===== src/rtl/cyc_tally_pkg.sv =====
package cyc_tally_pkg;

  // Effective divide ratio: zero behaves as one, oversize values clamp.
  function automatic int unsigned f_eff_div(int unsigned raw, int unsigned max_div);
    if (raw == 0) return 1;
    if (raw > max_div) return max_div;
    return raw;
  endfunction

  // True when the phase has reached the last slot of the current period.
  function automatic logic f_phase_last(int unsigned phase, int unsigned eff_div);
    return (phase + 1) >= eff_div;
  endfunction

  // Wrapping sum; the caller truncates to its own width.
  function automatic logic [63:0] f_wrap_sum(logic [63:0] a, logic [63:0] b);
    return a + b;
  endfunction

endpackage


===== src/rtl/cyc_prescaler.sv =====
module cyc_prescaler
  import cyc_tally_pkg::*;
#(
  parameter int MAX_DIV = 16,
  parameter int DIV_W   = 5,
  parameter int PH_W    = 4
) (
  input  logic             clk,
  input  logic             rst,
  input  logic             en,
  input  logic [DIV_W-1:0] div,
  output logic             tick,
  output logic [PH_W-1:0]  phase
);

  generate
    if (MAX_DIV == 1) begin : g_direct
      // Ratio fixed at one: every enabled edge is a step.
      assign tick  = en;
      assign phase = '0;
    end else begin : g_count
      logic [PH_W-1:0] ph_q;
      logic            last;

      always_comb last = f_phase_last(32'(ph_q), f_eff_div(32'(div), 32'(MAX_DIV)));

      assign tick = en && last;

      always_ff @(posedge clk) begin
        if (rst || !en || last) ph_q <= '0;
        else                    ph_q <= ph_q + PH_W'(1);
      end

      assign phase = ph_q;
    end
  endgenerate

endmodule


===== src/rtl/cyc_count_half.sv =====
module cyc_count_half #(
  parameter int CNT_W = 32
) (
  input  logic             clk,
  input  logic             rst,
  input  logic             tick,
  output logic [CNT_W-1:0] cnt
);

  always_ff @(posedge clk) begin
    if (rst)       cnt <= '0;
    else if (tick) cnt <= cnt + CNT_W'(1);
  end

endmodule


===== src/rtl/cyc_offset_half.sv =====
module cyc_offset_half #(
  parameter int CNT_W = 32
) (
  input  logic             clk,
  input  logic             rst,
  input  logic             wr,
  input  logic [CNT_W-1:0] wdata,
  output logic [CNT_W-1:0] off
);

  always_ff @(posedge clk) begin
    if (rst)     off <= '0;
    else if (wr) off <= wdata;
  end

endmodule


===== src/rtl/cyc_read_port.sv =====
module cyc_read_port
  import cyc_tally_pkg::*;
#(
  parameter int CNT_W = 32
) (
  input  logic               clk,
  input  logic               rst,
  input  logic               rd_en,
  input  logic [CNT_W-1:0]   off,
  input  logic [CNT_W-1:0]   cnt,
  output logic               rd_valid,
  output logic [2*CNT_W-1:0] rd_data,
  output logic [CNT_W-1:0]   rd_total
);

  always_ff @(posedge clk) begin
    if (rst) begin
      rd_valid <= 1'b0;
      rd_data  <= '0;
      rd_total <= '0;
    end else begin
      rd_valid <= rd_en;
      if (rd_en) begin
        rd_data  <= {off, cnt};
        rd_total <= CNT_W'(f_wrap_sum(64'(off), 64'(cnt)));
      end
    end
  end

endmodule


===== src/rtl/cyc_tally_reg.sv =====
module cyc_tally_reg
  import cyc_tally_pkg::*;
#(
  parameter int CNT_W   = 32,
  parameter int MAX_DIV = 16,
  parameter int DIV_W   = $clog2(MAX_DIV + 1)
) (
  input  logic               clk,
  input  logic               rst,
  input  logic               en,
  input  logic [DIV_W-1:0]   div_ratio,
  input  logic               off_wr,
  input  logic [CNT_W-1:0]   off_wdata,
  input  logic               rd_en,
  output logic               rd_valid,
  output logic [2*CNT_W-1:0] rd_data,
  output logic [CNT_W-1:0]   rd_total
);

  localparam int PH_W = (MAX_DIV > 1) ? $clog2(MAX_DIV) : 1;

  // Named internal events, visible to the bound checker.
  logic             tick_w;
  logic [PH_W-1:0]  phase_w;
  logic [CNT_W-1:0] cnt_q;
  logic [CNT_W-1:0] off_q;

  cyc_prescaler #(.MAX_DIV(MAX_DIV), .DIV_W(DIV_W), .PH_W(PH_W)) u_presc (
    .clk(clk), .rst(rst), .en(en), .div(div_ratio), .tick(tick_w), .phase(phase_w)
  );

  cyc_count_half #(.CNT_W(CNT_W)) u_count (
    .clk(clk), .rst(rst), .tick(tick_w), .cnt(cnt_q)
  );

  cyc_offset_half #(.CNT_W(CNT_W)) u_offset (
    .clk(clk), .rst(rst), .wr(off_wr), .wdata(off_wdata), .off(off_q)
  );

  cyc_read_port #(.CNT_W(CNT_W)) u_read (
    .clk(clk), .rst(rst), .rd_en(rd_en), .off(off_q), .cnt(cnt_q),
    .rd_valid(rd_valid), .rd_data(rd_data), .rd_total(rd_total)
  );

endmodule


===== config.mk =====
export PLATFORM = sky130hd
export DESIGN_NAME = cyc_tally_reg
export DESIGN_NICKNAME = d
export VERILOG_FILES = /design/src/rtl/cyc_tally_pkg.sv /design/src/rtl/cyc_prescaler.sv /design/src/rtl/cyc_count_half.sv /design/src/rtl/cyc_offset_half.sv /design/src/rtl/cyc_read_port.sv /design/src/rtl/cyc_tally_reg.sv
export SDC_FILE = /design/constraint.sdc
export NUM_CORES = 1
export LEC_CHECK = 0
export ABC_AREA = 1
export CAP_MARGIN = 25
export CORE_ASPECT_RATIO = 1.75
export CORE_MARGIN = 3
export CORE_UTILIZATION = 34
export DETAILED_ROUTE_END_ITERATION = 10
export SETUP_SLACK_MARGIN = 0.02
export SLEW_MARGIN = 40
export SYNTH_ARGS = -nofsm -noshare
export SYNTH_HDL_FRONTEND = slang
export SYNTH_HIERARCHICAL = 1
export SYNTH_SLANG_ARGS = --single-unit

===== constraint.sdc =====
create_clock -name clk -period 5 [get_ports clk]
set_input_delay 1 -clock clk [delete_from_list [all_inputs] [get_ports clk]]
set_output_delay 1 -clock clk [all_outputs]
set_load 0.005 [all_outputs]

; ---- Word level (Yosys, flattened, before mapping)
; Cells that the tools add are included.
[totals]
input_bits = 42
elab_cells = 24
reg_bits = 165
[classes]
n_reduce_logical = 5
muxes = 7
n_addsub = 4
n_lt_le_gt_ge = 2
[op_table]
columns = cell, count
row1 = adder 32 x 1 -> 32 bit (second input constant), 1
row2 = adder 32 bit, 1
row3 = greater-or-equal comparator 32 bit, 1
row4 = 2-to-1 mux 32 bit, 1
row5 = 2-to-1 mux 5 bit, 2
row6 = adder 4 x 1 -> 5 bit (second input constant), 1
row7 = > comparator 5 bit (second input constant), 1
row8 = logical NOT 5 bit, 1
row9 = adder 4 x 1 -> 4 bit (second input constant), 1
row10 = 2-to-1 mux 1 bit, 4
row11 = logical OR 1 bit, 2
row12 = logical AND 1 bit, 1
row13 = logical NOT 1 bit, 1

; ---- Logic depth before layout (Yosys ltp)
; Gate-level depths: netlist of run 1.
[depth]
depth_word = 7
depth_mapped = 22
mapped_depth_nobuf = 21

; ---- Cells and area by module
; Netlist of run 1, hierarchy kept.
[by_module_without_submodules]
columns = module, cells_each, area_per_inst_um2, instances
row1 = cyc_read_port, 927, 5759.3, 1
row2 = cyc_count_half, 263, 1793.0, 1
row3 = cyc_offset_half, 203, 1338.8, 1
row4 = cyc_prescaler, 51, 337.8, 1

; ---- Least setup slack after synthesis of run 1
; Ideal clock, no wire load.
[synth_timing]
path_type = input to register
from = in div_ratio[2]
to = reg u_count.cnt[24]
required_time_ns = 4.885
setup_ns = 0.115
t_arrival_ns = 2.676
path_slack_ns = 2.209
stages = 21
cell_sequence = nor2_1 nand2_1 nand2_1 nand2_1 ha_1 nand2_1 nand2_1 nand2_1 nand2_1 nand2_2 nand3_1 nand2_1 inv_1 buf_6 nand2_2 nor2_4 nand3_4 nor2_2 nand3_1 nand2_1 nor2_1
[synth_between]
elab_chain_len = 7
word_cells_on_any_way = 11
[synth_lines]
columns = element, line
row1 = "start, declared", cyc_tally_reg.sv:11  ; input logic [DIV_W-1:0] div_ratio,
row2 = > comparator 5 bit or logical NOT 5 bit (tied branches), "cyc_tally_pkg.sv:6, cyc_tally_pkg.sv:5"
row3 = "2-to-1 mux 1 bit, on equally long branches", "cyc_tally_pkg.sv:6, cyc_tally_pkg.sv:5"
row4 = 2-to-1 mux 1 bit or 2-to-1 mux 5 bit (tied branches), cyc_tally_pkg.sv:6  ; if (raw > max_div) return max_div;
row5 = 2-to-1 mux 5 bit, cyc_tally_pkg.sv:7  ; return raw;
row6 = 2-to-1 mux 32 bit *, cyc_tally_pkg.sv:6
row7 = greater-or-equal comparator 32 bit *, cyc_tally_pkg.sv:12  ; return (phase + 1) >= eff_div;
row8 = logical AND 1 bit *, cyc_prescaler.sv:27  ; assign tick = en && last;
row9 = net tick_w, cyc_tally_reg.sv:23  ; logic tick_w;
row10 = "end signal, assigned", cyc_count_half.sv:12  ; else if (tick) cnt <= cnt + CNT_W'(1);
row11 = "end, declared", cyc_count_half.sv:7  ; output logic [CNT_W-1:0] cnt
; The timed path passes the listed nets; every way through them passes the cells marked *. The select of a mux whose other input is x is not followed.
; A chain may end at the register's enable or synchronous reset.

; ---- Worst setup path in the final report of run 1
[layout_timing]
from = in div_ratio[1]
to = reg u_count.cnt[24]
; Same word-level chain as after synthesis.

==> out/qor.txt, run 1 <==
Initial DRC Count -> 405
fillers -> 2860
clock share of power -> 0.435
VDD IR max -> 0.2508 mV
critical path data required time -> 5.34 ns
initial antenna violation count -> 0
Vias/cell -> 4.677
Worst R2R Setup Slack -> 2.32 ns
post-cts gate resize count -> 0
final wirelength -> 26940 µm
skew final -> 0.008495 ns
die span in x -> 130.5 µm
largest driver fanout on the critical path -> 8
worst-case clock buffer depth -> 2
highest clock rate -> 302.5 MHz
# nets final -> 1644
Cell Count, Final, Fillers Out -> 1900
DP Wirelength -> 20240 µm
Reg power frac -> 0.445
Synth Flop Type -> dfxtp_1
Setup TNS Final -> 0 ns
global-route wire length before repair -> 43350 µm
count of pins over their slew limit -> 0
Remaining Overflow, GRT -> 0
ys async rst share -> 0
die area -> 29230 µm²
top cells by area, synth -> dfxtp_1 36%, nand2_1 14%, nor2_1 13%, inv_1 8.3%, ha_1 5.2%
critical setup path kind -> input port to flop
worst slew pin tran -> 0.8241 ns
post-synth top area cell -> dfxtp_1
Sw Ratio -> 0.2527
Synth Net Count -> 1525
top-count cell post-synth -> nand2_1
Storage cell area -> 3303 µm²
synth cell count leaders -> 345 x nand2_1, 321 x nor2_1, 205 x inv_1
WP data arrival -> 3.65 ns
GPL Wtd Cong -> 0.9195
number of global-route vias before repair -> 8701
Post-synth EDFFs -> 0
CTS tree -> done
number of routed nets with antenna violations -> 0
cts bufs inserted -> 17
wire per inst -> 14.18 µm
hold path startpoint -> u_presc/phase[0]
largest net degree at the start of global routing -> 73
Slew HR -> 0.4500
reg2reg start -> u_presc/phase[0]
Post-CTS Setup Bufs -> 0
Synth Instances -> 1444
YS warnings -> 6
P&R area growth vs syn -> 23.98%
Syn Area/Cell -> 6.391 µm²
distinct cell type count after synthesis -> 36
ANT cells -> 0
num ports -> 139
DRC viols -> 0
CTS root buf -> clkbuf_16
crit path launch -> div_ratio[1]
crit path time final -> 3.306 ns
status -> finished clean
clk sinks -> 165
Seq/Total Area, Yosys -> 0.3579
CP Capture Type -> flop
pwr dens -> 281.3 nW/µm²
chip height -> 223.9 µm
Initial Util -> 0.3458
mapped cell area -> 9229 µm²
combinational share of power -> 0.120
Port Buffers -> 138
Hold Crit Class -> flop to flop
Sw Pwr -> 0.8133 mW
GRT Overall Usage -> 0.1888
DR vias -> 8887
multi-input logic area -> 4898 µm²
flops & latches, synth -> 165
Final Hold Violating Endpoints -> 0
DR pass1 iterations -> 5
Inst Count DP -> 1868
CP Launch Type -> input port
Reg clk slew, reported paths -> 0.07 ns
Max Cap Viol -> 0
RSZ-0062 raised after global routing -> no
share of layout cells above drive strength 1 -> 0.07360
leakage -> 5.600 nW
Worst-Skew Late Latency -> 0.45 ns
core box area -> 26690 µm²
Yosys top cell area share -> 0.3579
H-tree depth -> 4
Internal Power -> 2.405 mW
Final Cycle Share -> 0.6611
Hold-fix buffers, CTS -> 0
site row count -> 79
Setup-failing EPs final -> 0
registers in the layout, summed over array words and instances, names as in the netlist:
register         count
u_count/cnt         32
u_offset/off        32
u_presc/phase        4
u_read/rd_data      64
u_read/rd_total     32
u_read/rd_valid      1
routing by layer:
metal	track usage	up-vias	share of wire
li1	-	4658	-
met1	0.2212	3997	0.42
met2	0.3353	191	0.51
met3	0.03054	41	0.038
met4	0.07805	0	0.031
met5	0	-	0
area by class of cell:
type / count / area share
clock buffer: 21 / 0.04199
clock inverter: 11 / 0.01290
inverter: 211 / 0.06977
multi-input combinational: 1025 / 0.4281
sequential: 165 / 0.2887
tap: 324 / 0.03543
timing repair buffer: 143 / 0.1231
power groups by stage:
stage	clock network [mW]	logic, mW	registers (mW)
after floorplan	0	0.210	1.45
after global placement	0	0.384	1.46
after detailed placement	0	0.387	1.46
after CTS	1.44	0.390	1.43
after global routing	1.49	0.435	1.44
final	1.40	0.386	1.43
path summary, 6_finish.rpt:
check,to,cells past startpoint
setup / recovery,u_count/cnt[24],21
hold / removal,u_presc/phase[0],1
setup reg to reg,u_count/cnt[24],18
hold reg to reg,u_presc/phase[0],1
cells by family after synthesis:
| kind of cell | after synthesis | synth area share |
|---|---|---|
| AO/OA/AOI/OAI | 145 | 0.08107 |
| adder cells (fa/ha/maj) | 39 | 0.05369 |
| XOR/XNOR | 21 | 0.01993 |
| AND/OR/NAND/NOR | 820 | 0.3761 |
| buffers and inverters | 254 | 0.1113 |
| flip-flops | 165 | 0.3579 |
critical path: stages:
cell             delay, ns
clkdlybuf4s50_1       0.44
nor2_1                0.13
nand2_1               0.09
nand2_1               0.09
nand2_1               0.07
ha_1                  0.30
nand2_1               0.07
nand2_1               0.05
nand2_1               0.04
nand2_1               0.06
nand2_2               0.06
nand3_1               0.06
nand2_1               0.09
inv_1                 0.24
nand2_2               0.13
nor2_4                0.16
nand3_4               0.14
nor2_2                0.18
nand3_1               0.09
nand2_1               0.08
nor2_1                0.05
cells in the final DEF, fill, tap and decap left out, drive strengths merged:
cell type,instances
xor2,9
clkinv,7
o21a,2
nor2,351
nand2,374
inv,211
nand4,13
nand3,76
and2,1
fa,1
clkdlybuf4s50,136
bufinv,3
a31o,1
xnor2,12
nor3,4
and3,1
a21o,1
clkinvlp,1
buf,7
o21ai,92
ha,38
a21oi,46
clkbuf,21
dfxtp,165
o21bai,3
per-stage QoR:
stage / setup WS, ns / cell area (µm²) / hold WS [ns] / util / power (mW)
after CTS: 1.760 / 11440 / 0.4815 / 0.4287 / 3.265
final: 1.694 / 11440 / 0.4799 / 0.4287 / 3.218
after global placement: 1.464 / 10810 / 0.4631 / 0.4051 / 1.846
after floorplan: 2.209 / 9229 / 0.4334 / - / 1.659
after global routing: 1.420 / 11440 / 0.5034 / 0.4287 / 3.369
after detailed placement: 1.287 / 10810 / 0.4709 / 0.4052 / 1.849
Note: power is estimated with default switching activity, not from simulation.
==> run 2, diff against run 1 <==
==> constraint.sdc (replaced) <==
create_clock -name clk -period 3.12 [get_ports clk]
set_input_delay 0.624 -clock clk [delete_from_list [all_inputs] [get_ports clk]]
set_output_delay 0.624 -clock clk [all_outputs]
set_load 0.005 [all_outputs]
==> out/qor.txt, run 2 (synthesis results as in run 1) <==
RSZ-0062 raised after global routing -> no (unchanged)
Max Cap Viol -> 0 (unchanged)
dpl ws -> -0.07979 ns (was 1.287 ns)
Reg clk slew, reported paths -> 0.07 ns (about the same)
pwr dens -> 432.4 nW/µm² (was 281.3 nW/µm²)
DR pass1 iterations -> 5 (unchanged)
Post-CTS Setup Bufs -> 0 (unchanged)
CTS tree -> done (unchanged)
die area -> 29230 µm² (unchanged)
final core utilization -> 0.4297 (was 0.4287)
critical path data required time -> 3.50 ns (was 5.34 ns)
Initial Util -> 0.3458 (unchanged)
die span in x -> 130.5 µm (unchanged)
number of routed nets with antenna violations -> 0 (unchanged)
largest driver fanout on the critical path -> 6 (was 8)
DRC viols -> 0 (unchanged)
final wirelength -> 26800 µm (was 26940 µm)
core box area -> 26690 µm² (unchanged)
clk sinks -> 165 (unchanged)
highest clock rate -> 357.7 MHz
chip height -> 223.9 µm (unchanged)
CP Capture Type -> flop (unchanged)
Finished Cell Area -> 11470 µm² (was 11440 µm²)
Largest register FFs -> 64 (unchanged)
WP data arrival -> 3.18 ns (was 3.65 ns)
Placed Area -> 10910 µm² (was 10810 µm²)
status -> finished clean (unchanged)
global-route wire length before repair -> 43120 µm (was 43350 µm)
Worst-Skew Late Latency -> 0.45 ns (about the same)
Slew HR -> 0.5436 (was 0.4500)
Worst R2R Setup Slack -> 0.52 ns (was 2.32 ns)
crit path launch -> div_ratio[1] (unchanged)
VDD IR max -> 0.3545 mV (was 0.2508 mV)
R2R depth -> 19 (was 18)
count of pins over their slew limit -> 0 (unchanged)
CTS root buf -> clkbuf_16 (unchanged)
wire per inst -> 14.03 µm (was 14.18 µm)
most used cell, CP -> nand2_1 (unchanged)
CP Launch Type -> input port (unchanged)
slowest CP cell -> clkdlybuf4s50_1 (unchanged)
Final Cycle Share -> 0.8960
cts bufs inserted -> 17 (unchanged)
number of global-route vias before repair -> 8703 (was 8701)
GRT Overall Usage -> 0.1864 (was 0.1888)
reg2reg end -> u_count/cnt[29] (was u_count/cnt[24])
worst slew pin tran -> 0.6846 ns (was 0.8241 ns)
ANT cells -> 0 (unchanged)
Setup crit end -> u_count/cnt[29] (was u_count/cnt[24])
post-route worst setup slack -> 0.3246 ns (was 1.694 ns)
critical setup path kind -> input port to flop (unchanged)
GRT busiest layer -> met2 (unchanged)
commonest cells after routing, fill and taps aside -> 345 x nand2_1, 321 x nor2_1, 204 x inv_1, 165 x dfxtp_1, 136 x clkdlybuf4s50_1 (was 345 x nand2_1, 321 x nor2_1, 203 x inv_1, 165 x dfxtp_1, 136 x clkdlybuf4s50_1)
M1 GR Usage -> 0.2216 (was 0.2212)
# nets final -> 1654 (was 1644)
leakage -> 5.616 nW (was 5.600 nW)
Setup-failing EPs final -> 0 (unchanged)
commonest non-fill, non-tap cell in the layout -> nand2_1 (unchanged)
num ports -> 139 (unchanged)
total power -> 4.959 mW (was 3.218 mW)
Port Buffers -> 138 (unchanged)
skew final -> 0.01205 ns (was 0.008495 ns)
largest reg by FF count -> u_read/rd_data (unchanged)
largest net degree at the start of global routing -> 104 (was 73)
Hold-fix buffers, CTS -> 0 (unchanged)
Initial DRC Count -> 403 (was 405)
critical path, cell by cell -> clkdlybuf4s50_1 -> nor2_1 -> nand2_1 -> nand2_1 -> nand2_1 -> ha_1 -> nand2_1 -> nand2_1 -> nand2_1 -> nand2_1 -> nand2_2 -> nand3_1 -> nand2_1 -> inv_1 -> inv_4 -> nor2_4 -> nand2_2 -> nor2_2 -> nand3_1 -> nand2_1 -> inv_1 -> nor2_1 (was clkdlybuf4s50_1 -> nor2_1 -> nand2_1 -> nand2_1 -> nand2_1 -> ha_1 -> nand2_1 -> nand2_1 -> nand2_1 -> nand2_1 -> nand2_2 -> nand3_1 -> nand2_1 -> inv_1 -> nand2_2 -> nor2_4 -> nand3_4 -> nor2_2 -> nand3_1 -> nand2_1 -> nor2_1)
site row count -> 79 (unchanged)
DR vias -> 8928 (was 8887)
GPL Wtd Cong -> 0.9016 (was 0.9195)
reg2reg start -> u_presc/phase[0] (unchanged)
H-tree depth -> 4 (unchanged)
post-cts gate resize count -> 0 (unchanged)
Final Hold Violating Endpoints -> 0 (unchanged)
crit path time final -> 2.795 ns
initial antenna violation count -> 0 (unchanged)
Remaining Overflow, GRT -> 0 (unchanged)
slowest stage delay, CP -> 0.43 ns (was 0.44 ns)
Vias/cell -> 4.674 (was 4.677)
P&R area growth vs syn -> 24.27% (was 23.98%)
met3 usage -> 0.03197 (was 0.03054)
share of layout cells above drive strength 1 -> 0.07818 (was 0.07360)
worst-case clock buffer depth -> 2 (unchanged)
met2 Use GR -> 0.3320 (was 0.3353)
DP Wirelength -> 20230 µm (was 20240 µm)
Hold Crit Class -> flop to flop (unchanged)
## run 2: where the power goes
part | internal [mW] | switching [mW]
clock network | 1.07 | 0.969
registers | 2.21 | 0.0770
logic | 0.306 | 0.328
## run 2: how the worst min path moves through the flow
stage	from	end	slack (ns)	depth (start not counted)
after floorplan	u_presc/phase[0]	u_presc/phase[0]	0.43	1
after global placement	u_presc/phase[0]	u_presc/phase[0]	0.46	1
after detailed placement	u_read/rd_total[15]	u_read/rd_total[15]	0.47	2
after CTS	u_read/rd_total[15]	u_read/rd_total[15]	0.48	2
after global routing	u_read/rd_total[16]	u_read/rd_total[16]	0.50	2
final	u_read/rd_total[15]	u_read/rd_total[15]	0.48	2
## run 2: area by class of cell
type	count	area, µm²
fillers	2806	15220
multi-input cells	1025	4898
flip-flops and latches	165	3303
repair buffers	153	1509
inverters	211	794.5
clock buffers	19	442.9
well taps	324	405.4
clock inverters	13	115.1
## run 2: through the flow
step	instances	hold slack, ns	TNS, ns
2_1_floorplan	1444	0.4334	0
3_3_place_gp	1878	0.4644	0
3_5_place_dp	1878	0.4687	-0.5959
4_1_cts	1910	0.4806	0
5_1_grt	1910	0.5043	0
6_report	1910	0.4762	0
## run 2: per-layer routing
| layer | routed length (µm) | vias to the layer above |
|---|---|---|
| met4 | 589 | 0 |
| li1 | - | 4683 |
| met2 | 13760 | 194 |
| met3 | 1140 | 32 |
| met1 | 11310 | 4019 |
| met5 | 0 | - |
## run 2: worst max-delay path, delay by kind of cell
family | cells | cell delay [ns]
simple gates | 17 | 1.47
buf+inv | 4 | 0.78
fa+ha+maj | 1 | 0.29
==> run 3, diff against run 2 <==
--- a/config.mk
+++ b/config.mk
@@ -10,6 +10,7 @@
 export CORE_ASPECT_RATIO = 1.75
 export CORE_MARGIN = 3
 export CORE_UTILIZATION = 34
+export CTS_BUF_LIST = sky130_fd_sc_hd__clkbuf_8 sky130_fd_sc_hd__clkbuf_16
 export DETAILED_ROUTE_END_ITERATION = 10
 export SETUP_SLACK_MARGIN = 0.02
 export SLEW_MARGIN = 40
==> out/qor.txt, run 3 (synthesis results as in run 1) <==
slowest CP cell -> clkdlybuf4s50_1 (unchanged)
CP bufs+invs -> 4 (unchanged)
commonest non-fill, non-tap cell in the layout -> nand2_1 (unchanged)
global-route wire length before repair -> 43120 µm (unchanged)
Setup-failing EPs final -> 0 (unchanged)
Hold Crit Class -> flop to flop (unchanged)
site row count -> 79 (unchanged)
DR vias -> 8930 (was 8928)
GPL Wtd Cong -> 0.9016 (unchanged)
Initial Util -> 0.3458 (unchanged)
final wirelength -> 26810 µm (was 26800 µm)
highest clock rate -> 356.4 MHz (was 357.7 MHz)
WP data arrival -> 3.19 ns (was 3.18 ns)
number of global-route vias before repair -> 8703 (unchanged)
Slew HR -> 0.5436 (about the same)
Hold-fix buffers, CTS -> 0 (unchanged)
worst slew pin tran -> 0.6846 ns (about the same)
largest driver fanout on the critical path -> 6 (unchanged)
slowest stage delay, CP -> 0.43 ns (about the same)
GRT Overall Usage -> 0.1864 (unchanged)
fillers -> 2806 (unchanged)
die span in x -> 130.5 µm (unchanged)
clk sinks -> 165 (unchanged)
leakage -> 5.620 nW (was 5.616 nW)
WHS Path Cells -> 2 (unchanged)
CP Capture Type -> flop (unchanged)
share of layout cells above drive strength 1 -> 0.07818 (unchanged)
CTS root buf -> clkbuf_16 (unchanged)
DRC viols -> 0 (unchanged)
Initial DRC Count -> 403 (unchanged)
count of pins over their slew limit -> 0 (unchanged)
P&R area growth vs syn -> 24.27% (unchanged)
die area -> 29230 µm² (unchanged)
critical path, cell by cell -> clkdlybuf4s50_1 -> nor2_1 -> nand2_1 -> nand2_1 -> nand2_1 -> ha_1 -> nand2_1 -> nand2_1 -> nand2_1 -> nand2_1 -> nand2_2 -> nand3_1 -> nand2_1 -> inv_1 -> inv_4 -> nor2_4 -> nand2_2 -> nor2_2 -> nand3_1 -> nand2_1 -> inv_1 -> nor2_1 (unchanged)
worst-case clock buffer depth -> 2 (unchanged)
pwr dens -> 432.1 nW/µm² (was 432.4 nW/µm²)
CP Launch Type -> input port (unchanged)
Critical Path Stages -> 22 (unchanged)
skew final -> 0.01205 ns (about the same)
critical path data required time -> 3.50 ns (about the same)
Largest register FFs -> 64 (unchanged)
Final Cycle Share -> 0.8992 (was 0.8960)
wire per inst -> 14.04 µm (was 14.03 µm)
number of routed nets with antenna violations -> 0 (unchanged)
Vias/cell -> 4.675 (was 4.674)
Worst-Skew Late Latency -> 0.45 ns (about the same)
cts bufs inserted -> 17 (unchanged)
critical setup path kind -> input port to flop (unchanged)
initial antenna violation count -> 0 (unchanged)
commonest cells after routing, fill and taps aside -> 345 x nand2_1, 321 x nor2_1, 205 x inv_1, 165 x dfxtp_1, 136 x clkdlybuf4s50_1 (was 345 x nand2_1, 321 x nor2_1, 204 x inv_1, 165 x dfxtp_1, 136 x clkdlybuf4s50_1)
most used cell, CP -> nand2_1 (unchanged)
Setup TNS Final -> 0 ns (unchanged)
Final Hold Slack -> 0.4762 ns (about the same)
chip height -> 223.9 µm (unchanged)
Post-CTS Setup Bufs -> 0 (unchanged)
largest net degree at the start of global routing -> 104 (unchanged)
CTS tree -> done (unchanged)
total power -> 4.956 mW (was 4.959 mW)
Port Buffers -> 138 (unchanged)
final core utilization -> 0.4297 (unchanged)
num ports -> 139 (unchanged)
crit-path leading delay family -> simple AND/OR/NAND/NOR gates (unchanged)
R2R depth -> 19 (unchanged)
VDD IR max -> 0.3544 mV (was 0.3545 mV)
Final Hold Violating Endpoints -> 0 (unchanged)
Reg clk slew, reported paths -> 0.07 ns (about the same)
DR pass1 iterations -> 5 (unchanged)
largest reg by FF count -> u_read/rd_data (unchanged)
# nets final -> 1654 (unchanged)
RSZ-0062 raised after global routing -> no (unchanged)
Max Cap Viol -> 0 (unchanged)
ANT cells -> 0 (unchanged)
crit path time final -> 2.806 ns (was 2.795 ns)
post-cts gate resize count -> 0 (unchanged)
H-tree depth -> 4 (unchanged)
core box area -> 26690 µm² (unchanged)
status -> finished clean (unchanged)
DP Wirelength -> 20230 µm (unchanged)
Remaining Overflow, GRT -> 0 (unchanged)
[run 3: final timing paths]
| check | start | endpoint | slack [ns] |
|---|---|---|---|
| worst max register to register | u_presc/phase[0] | u_count/cnt[29] | 0.51 |
| worst min register to register | u_read/rd_total[15] | u_read/rd_total[15] | 0.48 |
| worst max-delay path | div_ratio[1] | u_count/cnt[29] | 0.31 |
| worst min-delay path | u_read/rd_total[15] | u_read/rd_total[15] | 0.48 |
[run 3: worst min-delay path, cell delays in order, from the launching register on]
cell	delay, ns
dfxtp_1	0.31
nand3_1	0.07
o21ai_1	0.05
[run 3: layout make-up]
class,count,area [µm²],share of cell area
Tap cell,324,405.4,0.03535
Sequential cell,165,3303,0.2880
Inverter,211,794.5,0.06928
Timing Repair Buffer,153,1509,0.1316
Multi-Input combinational cell,1025,4898,0.4271
Clock inverter,14,118.9,0.01036
Clock buffer,18,439.2,0.03829
[run 3: report_power, final]
part / total [mW] / switching (mW) / leakage (nW) / internal, mW
Clock: 2.03 / 0.969 / 0.270 / 1.06
Sequential: 2.29 / 0.0770 / 1.36 / 2.21
Combinational: 0.634 / 0.328 / 3.99 / 0.306
[run 3: metrics by stage]
stage / area, µm² / std cells / setup slack [ns]
finish: 11470 / 1910 / 0.3144
global route: 11470 / 1910 / 0.02108
CTS: 11470 / 1910 / 0.3970
detailed placement: 10910 / 1878 / -0.07979
global placement: 10910 / 1878 / 0.03334
floorplan: 9229 / 1444 / 0.7053
[run 3: layer usage]
layer | part of all wire | vias up | GRT usage
met1 | 0.42 | 4019 | 0.2216
met5 | 0 | - | 0
met3 | 0.043 | 32 | 0.03197
met2 | 0.51 | 196 | 0.3320
met4 | 0.022 | 0 | 0.06509
li1 | - | 4683 | -
